`config.mk`:
```
export PLATFORM = sky130hd
export DESIGN_NAME = tea_adder
export DESIGN_NICKNAME = d
export VERILOG_FILES = /design/src/rtl/tea_pkg.sv /design/src/rtl/tea_ripple.sv /design/src/rtl/tea_ctrl_chain.sv /design/src/rtl/tea_carryfree.sv /design/src/rtl/tea_adder.sv
export SDC_FILE = /design/constraint.sdc
export NUM_CORES = 1
export LEC_CHECK = 0
export ABC_AREA = 1
export BUFFER_PORTS_ARGS = -buffer_cell sky130_fd_sc_hd__buf_2
export CAP_MARGIN = 20
export CORE_UTILIZATION = 43
export DETAILED_ROUTE_END_ITERATION = 6
export GPL_TIMING_DRIVEN = 0
export PLACE_DENSITY_LB_ADDON = 0.08
export SLEW_MARGIN = 20
export SYNTH_ARGS = -nofsm -noshare
export SYNTH_HDL_FRONTEND = slang
export SYNTH_HIERARCHICAL = 1
export SYNTH_SLANG_ARGS = --single-unit
```
`constraint.sdc`:
```
create_clock -name clk -period 6.37 [get_ports clk]
set_input_delay 0.9555 -clock clk [delete_from_list [all_inputs] [get_ports clk]]
set_output_delay 0.9555 -clock clk [all_outputs]
set_load 0.005 [all_outputs]
```
`src/rtl/tea_pkg.sv`:
```
package tea_pkg;
  // default geometry of the adder
  parameter int unsigned TEA_W_DEF  = 32;
  parameter int unsigned TEA_LW_DEF = 20;

  // width of the exact upper section for a given split
  function automatic int unsigned tea_hi_width(input int unsigned w, input int unsigned lw);
    return (lw >= w) ? 0 : (w - lw);
  endfunction
endpackage

```
`src/rtl/tea_ripple.sv`:
```
// Exact ripple-carry section; carry-in is fixed at zero.
module tea_ripple #(
  parameter int unsigned N = 12
) (
  input  logic [N-1:0] a,
  input  logic [N-1:0] b,
  output logic [N-1:0] s,
  output logic         co
);
  logic [N:0] c;

  assign c[0] = 1'b0;

  for (genvar i = 0; i < N; i++) begin : g_fa
    logic hp;
    assign hp     = a[i] ^ b[i];
    assign s[i]   = hp ^ c[i];
    assign c[i+1] = (a[i] & b[i]) | (c[i] & hp);
  end

  assign co = c[N];
endmodule

```
`src/rtl/tea_ctrl_chain.sv`:
```
// Downward control chain: a bit goes high at the first 1-1 pair seen
// from the top of the section and stays high for all lower bits.
module tea_ctrl_chain #(
  parameter int unsigned N = 20
) (
  input  logic [N-1:0] a,
  input  logic [N-1:0] b,
  output logic [N-1:0] ctl
);
  logic [N:0] trig;

  assign trig[N] = 1'b0;

  for (genvar i = N - 1; i >= 0; i--) begin : g_link
    assign trig[i] = trig[i+1] | (a[i] & b[i]);
    assign ctl[i]  = trig[i];
  end
endmodule

```
`src/rtl/tea_carryfree.sv`:
```
// Carry-free sum bits: XOR when the control is low, forced one when high.
module tea_carryfree #(
  parameter int unsigned N = 20
) (
  input  logic [N-1:0] a,
  input  logic [N-1:0] b,
  input  logic [N-1:0] ctl,
  output logic [N-1:0] s
);
  for (genvar i = 0; i < N; i++) begin : g_bit
    assign s[i] = ctl[i] ? 1'b1 : (a[i] ^ b[i]);
  end
endmodule

```
`src/rtl/tea_adder.sv`:
```
module tea_adder #(
  parameter int unsigned W  = tea_pkg::TEA_W_DEF,
  parameter int unsigned LW = tea_pkg::TEA_LW_DEF
) (
  input  logic         clk,
  input  logic         rst,
  input  logic [W-1:0] op_a,
  input  logic [W-1:0] op_b,
  output logic [W-1:0] sum_o,
  output logic         carry_o
);
  localparam int unsigned HW = tea_pkg::tea_hi_width(W, LW);

  logic [W-1:0] sum_c;
  logic         carry_c;

  if (LW > 0) begin : g_lo
    logic [LW-1:0] ctl;

    tea_ctrl_chain #(.N(LW)) u_ctrl (
      .a  (op_a[LW-1:0]),
      .b  (op_b[LW-1:0]),
      .ctl(ctl)
    );

    tea_carryfree #(.N(LW)) u_cf (
      .a  (op_a[LW-1:0]),
      .b  (op_b[LW-1:0]),
      .ctl(ctl),
      .s  (sum_c[LW-1:0])
    );
  end

  if (HW > 0) begin : g_hi
    tea_ripple #(.N(HW)) u_rca (
      .a (op_a[W-1:LW]),
      .b (op_b[W-1:LW]),
      .s (sum_c[W-1:LW]),
      .co(carry_c)
    );
  end else begin : g_nohi
    assign carry_c = 1'b0;
  end

  always_ff @(posedge clk) begin
    if (rst) begin
      sum_o   <= '0;
      carry_o <= 1'b0;
    end else begin
      sum_o   <= sum_c;
      carry_o <= carry_c;
    end
  end
endmodule

```
==> results of run 1 <==
-- layout make-up --
type,instances,area (um2),area share (%)
plain buffers,5,52.55,1.945
clock buffers,7,96.34,3.566
clock inverters,1,5.005,0.1853
inverters,116,449.2,16.63
multi-input cells,144,887.1,32.84
flip-flops and latches,33,660.6,24.46
well taps,52,65.06,2.409
repair buffers,97,485.5,17.97
-- logic make-up after synthesis --
family	after synthesis	synth area share (%)
adder cells (fa/ha/maj)	12	11.36
AND/OR/NAND/NOR	128	30.95
buffers and inverters	121	24.48
flip-flops	33	32.23
AO/OA/AOI/OAI	4	0.9768
-- layer usage --
layer  global-route usage [%]  vias up  wire length (um)
met5                        0        -                 0
met4                    6.667        0                55
met3                    5.698        6               283
met2                    32.05       54              1949
met1                    17.93      777              1453
li1                         -     1020                 -
-- cell usage after synthesis --
library cell	number	area [um2]
sky130_fd_sc_hd__nor2_4	4	45.04
sky130_fd_sc_hd__dfxtp_1	33	660.6
sky130_fd_sc_hd__buf_6	4	45.04
sky130_fd_sc_hd__nand3_1	21	105.1
sky130_fd_sc_hd__fa_1	11	220.2
sky130_fd_sc_hd__nand4_1	1	6.260
sky130_fd_sc_hd__buf_4	1	7.510
sky130_fd_sc_hd__nor2_1	31	116.4
sky130_fd_sc_hd__bufinv_8	1	17.52
sky130_fd_sc_hd__nand4_4	4	85.08
sky130_fd_sc_hd__inv_1	115	431.7
sky130_fd_sc_hd__nand2_4	2	22.52
sky130_fd_sc_hd__a21oi_1	4	20.02
sky130_fd_sc_hd__nand2_1	61	229.0
sky130_fd_sc_hd__ha_1	1	12.51
sky130_fd_sc_hd__nor2_2	2	12.51
sky130_fd_sc_hd__nand2_2	2	12.51
-- state kept, by name, summed over array words and instances, names as in the netlist --
register  cells
sum_o        32
carry_o       1
-- final timing paths --
check	to	slack [ns]	cells after the start
min	carry_o	0.86	2
max	sum_o[31]	0.99	19
-- report_power, final --
| part | internal [mW] | switching (mW) | total [mW] |
|---|---|---|---|
| combinational | 0.0561 | 0.0614 | 0.118 |
| sequential | 0.225 | 0.00345 | 0.228 |
| clock | 0.0976 | 0.0738 | 0.171 |
-- cells in the final DEF (no fill, tap or decap) --
| cell type | n |
|---|---|
| sky130_fd_sc_hd__nand2_4 | 2 |
| sky130_fd_sc_hd__bufinv_8 | 1 |
| sky130_fd_sc_hd__clkbuf_8 | 7 |
| sky130_fd_sc_hd__nand2_1 | 61 |
| sky130_fd_sc_hd__dfxtp_1 | 33 |
| sky130_fd_sc_hd__clkinv_2 | 1 |
| sky130_fd_sc_hd__a21oi_1 | 4 |
| sky130_fd_sc_hd__buf_4 | 1 |
| sky130_fd_sc_hd__nor2_2 | 2 |
| sky130_fd_sc_hd__nor2_4 | 4 |
| sky130_fd_sc_hd__fa_1 | 11 |
| sky130_fd_sc_hd__nor2_1 | 31 |
| sky130_fd_sc_hd__buf_6 | 4 |
| sky130_fd_sc_hd__nand4_4 | 4 |
| sky130_fd_sc_hd__nand4_1 | 1 |
| sky130_fd_sc_hd__inv_1 | 115 |
| sky130_fd_sc_hd__ha_1 | 1 |
| sky130_fd_sc_hd__buf_2 | 97 |
| sky130_fd_sc_hd__nand2_2 | 2 |
| sky130_fd_sc_hd__nand3_1 | 21 |
==> impl.org, run 1 <==
** Status
- Status :: complete, but fails checks
- Failing checks :: design-rule violations

** Finish
- Final instance area :: 0.002701 mm2
- After the flow finishes, the layout carries non-filler instances totaling 455.
- From synthesis to final layout, the design area changed by 31.81%.
- Filler cell count :: 451
- Ant diodes :: 0
- Post-layout nets :: 480
- Util after Layout :: 60.37%
- The post-route netlist has 31.02% of its cells at a drive strength greater than 1.

** Floorplan
- Cell row count :: 24
- Std-Cell Core Area :: 0.004474 mm2
- The die is 71.04 um tall.
- The initial utilization of the core area, before any placement, comes to 45.81%.
- Die width :: 71.04 um
- Total die area :: 0.005046 mm2
- For this design the top-level I/O count stands at 99.

** Global route
- Total GRT Usage :: 17.26%
- Antenna violations before repair :: 0
- Entering global routing, the biggest net connects 11 pins.
- First-pass GRT wire length :: 6755 um
- Global route total overflow :: 0
- Vias in the first global route :: 1,707

** Critical path
- On the worst path, the slowest cell contributes a delay of 0.40 ns.
- CP Launch Type :: primary input
- Largest delay contributor family on the critical path :: adder cells
- Critical path buffers and inverters :: 6
- The critical path goes through buf_2 > ha_1 > inv_1 > fa_1 > inv_1 > fa_1 > fa_1 > fa_1 > fa_1 > fa_1 > fa_1 > fa_1 > fa_1 > fa_1 > inv_1 > fa_1 > inv_1 > inv_1 > nor2_1.
- The worst setup path is captured at a flip-flop.
- The largest individual stage delay along the critical path comes from the cell sky130_fd_sc_hd__fa_1.
- Critical Path Fanout Max :: 1
- Critical path origin :: op_a[20]
- Path type of the worst setup path :: primary input to flip-flop
- Among the stages of the critical path, the cell type that occurs most often is sky130_fd_sc_hd__fa_1.
- Required time of the critical path :: 6.59 ns
- For the worst setup path, the data arrival time is 5.60 ns.

** Detailed routing
- The detailed router finished its first iteration with 64 violations.
- DRC :: 12
- Length of the first detailed-routing pass in iterations :: 7
- Count of antenna-violating nets left after detailed routing :: 0
- Vias per cell :: 4.081
- The detailed router placed 1,857 vias in this run.
- After detailed routing, the average wire length per cell comes to 8.224 um.
- After detailed routing, the total wire length is 3742 um.

** Power and ir drop
- In this run the static leakage power is 1.859 nW.
- The design draws 0.5169 mW.
- Dividing total power by cell area gives a power density of 191.4 mW/mm2.
- Across the VDD grid, the largest voltage drop is 87.87 uV.

** Synth
- The average instance in the mapped netlist occupies 6.877 um2.
- Sequential-to-total area share from yosys stat :: 32.23%
- After synthesis the cells add up to 0.002049 mm2.
- Synthesis instantiated 17 different standard cells from the library.
- Post-synth net total :: 376
- Mapped Cells :: 298
- After synthesis the netlist holds a flip-flop and latch count of 33.
- Yosys warns :: 6

** Timing
- Tightest hold margin :: 0.8580 ns
- Final number of max-transition violations :: 0
- Headroom to the max-slew limit :: 91.18%
- Setup violations remaining at the end of the flow were counted as 0.
- Unrepaired setup endpoints after global routing :: false
- In the final timing run, aggregate negative setup slack is 0 ns.
- Achievable Freq :: 185.8 MHz
- After layout, the worst setup slack is 0.9877 ns.
- Tmin final :: 5.382 ns
- Ratio of final minimum period to clock period :: 84.50%
- The final hold violation count came to 0.
- Transition time at the pin with the least slew margin :: 0.1320 ns

** Placement
- Before CTS, the worst setup slack after placement is 0.6784 ns.
- Detailed placer's ending HPWL :: 3178 um
- IO Port Bufs :: 97
- Placed Instance Area :: 0.002600 mm2
- Placer's final routability congestion estimate :: 0.7752
- Counting tap cells, the placed design contains a total of 447 instances.

** Min path
- Hold Path Class :: primary input to flip-flop
- Origin of the worst min-delay path :: rst

** Clock tree
- CTS clk-pin slew, worst paths :: 0.06 ns
- Clock tree synthesis selected as its root buffer the cell sky130_fd_sc_hd__clkbuf_8.
- Depth of the CTS H-tree :: 2
- TritonCTS clock tree :: done
- For this design, the sink count on the clock tree is 33.
- The number of setup buffers added after CTS is 0.
- Quantity of hold-fixing buffers added after cts :: 0
- Clock tree synthesis inserted a total of 5 buffers.
- Once the clock tree was built, the resizer swapped 0 gates to a different size.
- Counting along the longest clock path gives a buffer depth of 2.

** Flow run
- Max-Cap Viols :: 0
No activity file was read; power rests on OpenSTA's default activity.
==> inputs of run 2 (changes only) <==
==> constraint.sdc (replaced) <==
create_clock -name clk -period 5.05 [get_ports clk]
set_input_delay 0.7575 -clock clk [delete_from_list [all_inputs] [get_ports clk]]
set_output_delay 0.7575 -clock clk [all_outputs]
set_load 0.005 [all_outputs]
==> impl.org, run 2 (synthesis results as in run 1) <==
** Status
- Status :: complete, but fails checks
- The checks that failed: design-rule violations.

** Power and ir drop
- Fraction of power consumed by sequential logic :: 43.9%
- Of the total power, combinational logic draws 22.9%.
- For this design the total switching power over the nets is 0.1772 mW.
- Maximum ir drop on the vdd rail :: 97.29 uV
- The design draws 0.6562 mW.
- LEAKAGE :: 1.852 nW
- Cell area power density :: 241.1 mW/mm2
- Int Pwr :: 0.4790 mW
- Switching share of power :: 27.00%
- Relative contribution of the clock network to total power :: 33.1%

** Clock tree
- TritonCTS built the clock tree.
- The tree is rooted in a sky130_fd_sc_hd__clkbuf_8.
- Inserted Clock Buffers :: 5
- Count of clock tree sinks :: 33
- Clock-pin slew was measured on the worst setup and hold paths at 0.07 ns.
- Maximum root-to-sink buffer count :: 2
- Depth of the CTS H-tree :: 2
- Total setup buffers inserted after CTS :: 0

** Finish
- Post-layout nets :: 480
- In the final layout, the share of cells above drive strength 1 is 33.00%.
- Final instance area :: 0.002721 mm2
- Summing all multi-input logic gate instances after layout gives 907.1 um2.
- Filler cell count :: 441
- Across the whole layout, storage elements account for 660.6 um2.
- Ant diodes :: 0
- Cells fill 60.82% of the core in the end.
- Most flops, register :: sum_o
- The largest registers in the layout are sum_o (32), carry_o (1).
- Max reg flops :: 32
- Leaving out fill and tap cells, the most frequent cell in the layout is sky130_fd_sc_hd__inv_1.
- Leading cell types in the layout, fill and taps excluded :: sky130_fd_sc_hd__inv_1, sky130_fd_sc_hd__buf_2, sky130_fd_sc_hd__nand2_1, sky130_fd_sc_hd__dfxtp_1, sky130_fd_sc_hd__nor2_1
- Compared with the post-synthesis result, the final layout area differs by 32.78%.

** Timing
- The final count of pins violating max slew was 0.
- Transition time at the pin with the least slew margin :: 0.1310 ns
- Tmin final :: 4.849 ns
- In this run the tightest slew margin relative to its limit is 91.24%.
- Ratio of final minimum period to clock period :: 96.01%
- Summed over all failing endpoints, the final setup total negative slack is 0 ns.
- Unrepaired setup endpoints after global routing :: false
- The final hold violation count came to 0.
- Setup violations remaining at the end of the flow were counted as 0.
- Achievable Freq :: 206.2 MHz
- Across all setup checks in the final design, the least slack found is 0.2015 ns.

** Global route
- Vias in the first global route :: 1,631
- Entering global routing, the biggest net connects 11 pins.
- Global routing consumed, over all layers together, 16.29% of the routing resources.
- The initial antenna violation count was 0.
- Global route total overflow :: 0
- First-pass GRT wire length :: 6368 um

** Floorplan
- Vertical die dimension :: 71.04 um
- Starting Density :: 45.81%
- Std-Cell Core Area :: 0.004474 mm2
- The floorplan has 24 rows.
- Total die area :: 0.005046 mm2
- Top-level port count :: 99
- The die is 71.04 um wide.

** Min path
- The worst hold path belongs to the class primary input to flip-flop.
- End point of the most critical hold path :: carry_o
- The worst hold path was traced through 2 stages.
- Origin of the worst min-delay path :: rst

** Critical path
- The critical path starts at op_a[20].
- Critical Path Fanout Max :: 1
- STA classifies the critical path endpoint as a flip-flop.
- Required time of the critical path :: 5.28 ns
- CP Launch Type :: primary input
- Path type of the worst setup path :: primary input to flip-flop
- STA puts the critical path data arrival time at 5.07 ns.

** Placement
- The congestion estimate from routability-driven global placement came to 0.7839.
- Placed Instance Area :: 0.002613 mm2
- At the placement stage, the worst setup path has a slack of -0.2712 ns.
- IO Port Bufs :: 97
- Detailed placement finished with a half-perimeter wire length of 3088 um.

** Detailed routing
- In the final routed layout, each cell accounts on average for 8.037 um.
- Count of antenna-violating nets left after detailed routing :: 0
- Via Count :: 1,872
- For this run, design rule violations remaining after detail routing come to 7.
- The detailed router finished its first iteration with 45 violations.
- Vias per cell :: 4.114
- Routed wire length :: 3657 um
- Before antenna repair, the detailed router went through 7 iterations.

** Flow run
- Max-Cap Viols :: 0
==> run 2: power groups by stage <==
stage	registers, mW	logic, mW	clock network, mW
2_1_floorplan	0.298	0.0769	0
6_report	0.288	0.151	0.217
3_5_place_dp	0.294	0.152	0
5_1_grt	0.290	0.176	0.237
3_3_place_gp	0.293	0.148	0
4_1_cts	0.288	0.153	0.228
==> run 2: metal layers <==
metal / vias up / share of wire, % / global-route usage, %
met5: - / 0 / 0
met4: 0 / 1.6 / 7.333
met3: 7 / 7.6 / 5.840
met2: 59 / 51 / 29.17
met1: 786 / 40 / 17.13
li1: 1020 / - / -
==> run 2: critical path, cell delays in order <==
cell,delay (ns)
sky130_fd_sc_hd__buf_2,0.10
sky130_fd_sc_hd__ha_1,0.18
sky130_fd_sc_hd__inv_1,0.06
sky130_fd_sc_hd__fa_1,0.16
sky130_fd_sc_hd__inv_1,0.05
sky130_fd_sc_hd__fa_2,0.33
sky130_fd_sc_hd__fa_2,0.35
sky130_fd_sc_hd__fa_2,0.35
sky130_fd_sc_hd__fa_2,0.35
sky130_fd_sc_hd__fa_2,0.35
sky130_fd_sc_hd__fa_2,0.35
sky130_fd_sc_hd__fa_2,0.35
sky130_fd_sc_hd__fa_2,0.34
sky130_fd_sc_hd__fa_1,0.36
sky130_fd_sc_hd__inv_1,0.08
sky130_fd_sc_hd__fa_1,0.40
sky130_fd_sc_hd__inv_1,0.06
sky130_fd_sc_hd__inv_1,0.03
sky130_fd_sc_hd__nor2_1,0.07
==> run 2: repair_timing <==
action	CTS	global route
hold buffers	0	0
endpoints found under the setup margin	0	1
gates resized for setup	0	3
==> run 2: how the worst max path moves through the flow <==
| stage | to | slack [ns] | cells past startpoint |
|---|---|---|---|
| after floorplan | sum_o[31] | 0.03 | 18 |
| after global placement | sum_o[31] | -0.19 | 19 |
| after detailed placement | sum_o[31] | -0.27 | 19 |
| after CTS | sum_o[31] | 0.04 | 19 |
| after global routing | sum_o[31] | 0.02 | 19 |
| final | sum_o[31] | 0.20 | 19 |
==> run 2: layout make-up <==
cell class	count	area share (%)
clock inverter	1	0.1839
buffer	5	1.931
inverter	116	16.51
timing repair buffer	97	17.84
multi-input combinational	144	33.33
tap	52	2.391
sequential	33	24.28
clock buffer	7	3.540
==> run 2: through the flow <==
| step | std cells | hold WS (ns) |
|---|---|---|
| after CTS | 455 | 0.6429 |
| after floorplan | 298 | 0.9412 |
| after global routing | 455 | 0.6440 |
| final | 455 | 0.6542 |
| after detailed placement | 447 | 0.9528 |
| after global placement | 447 | 0.9540 |
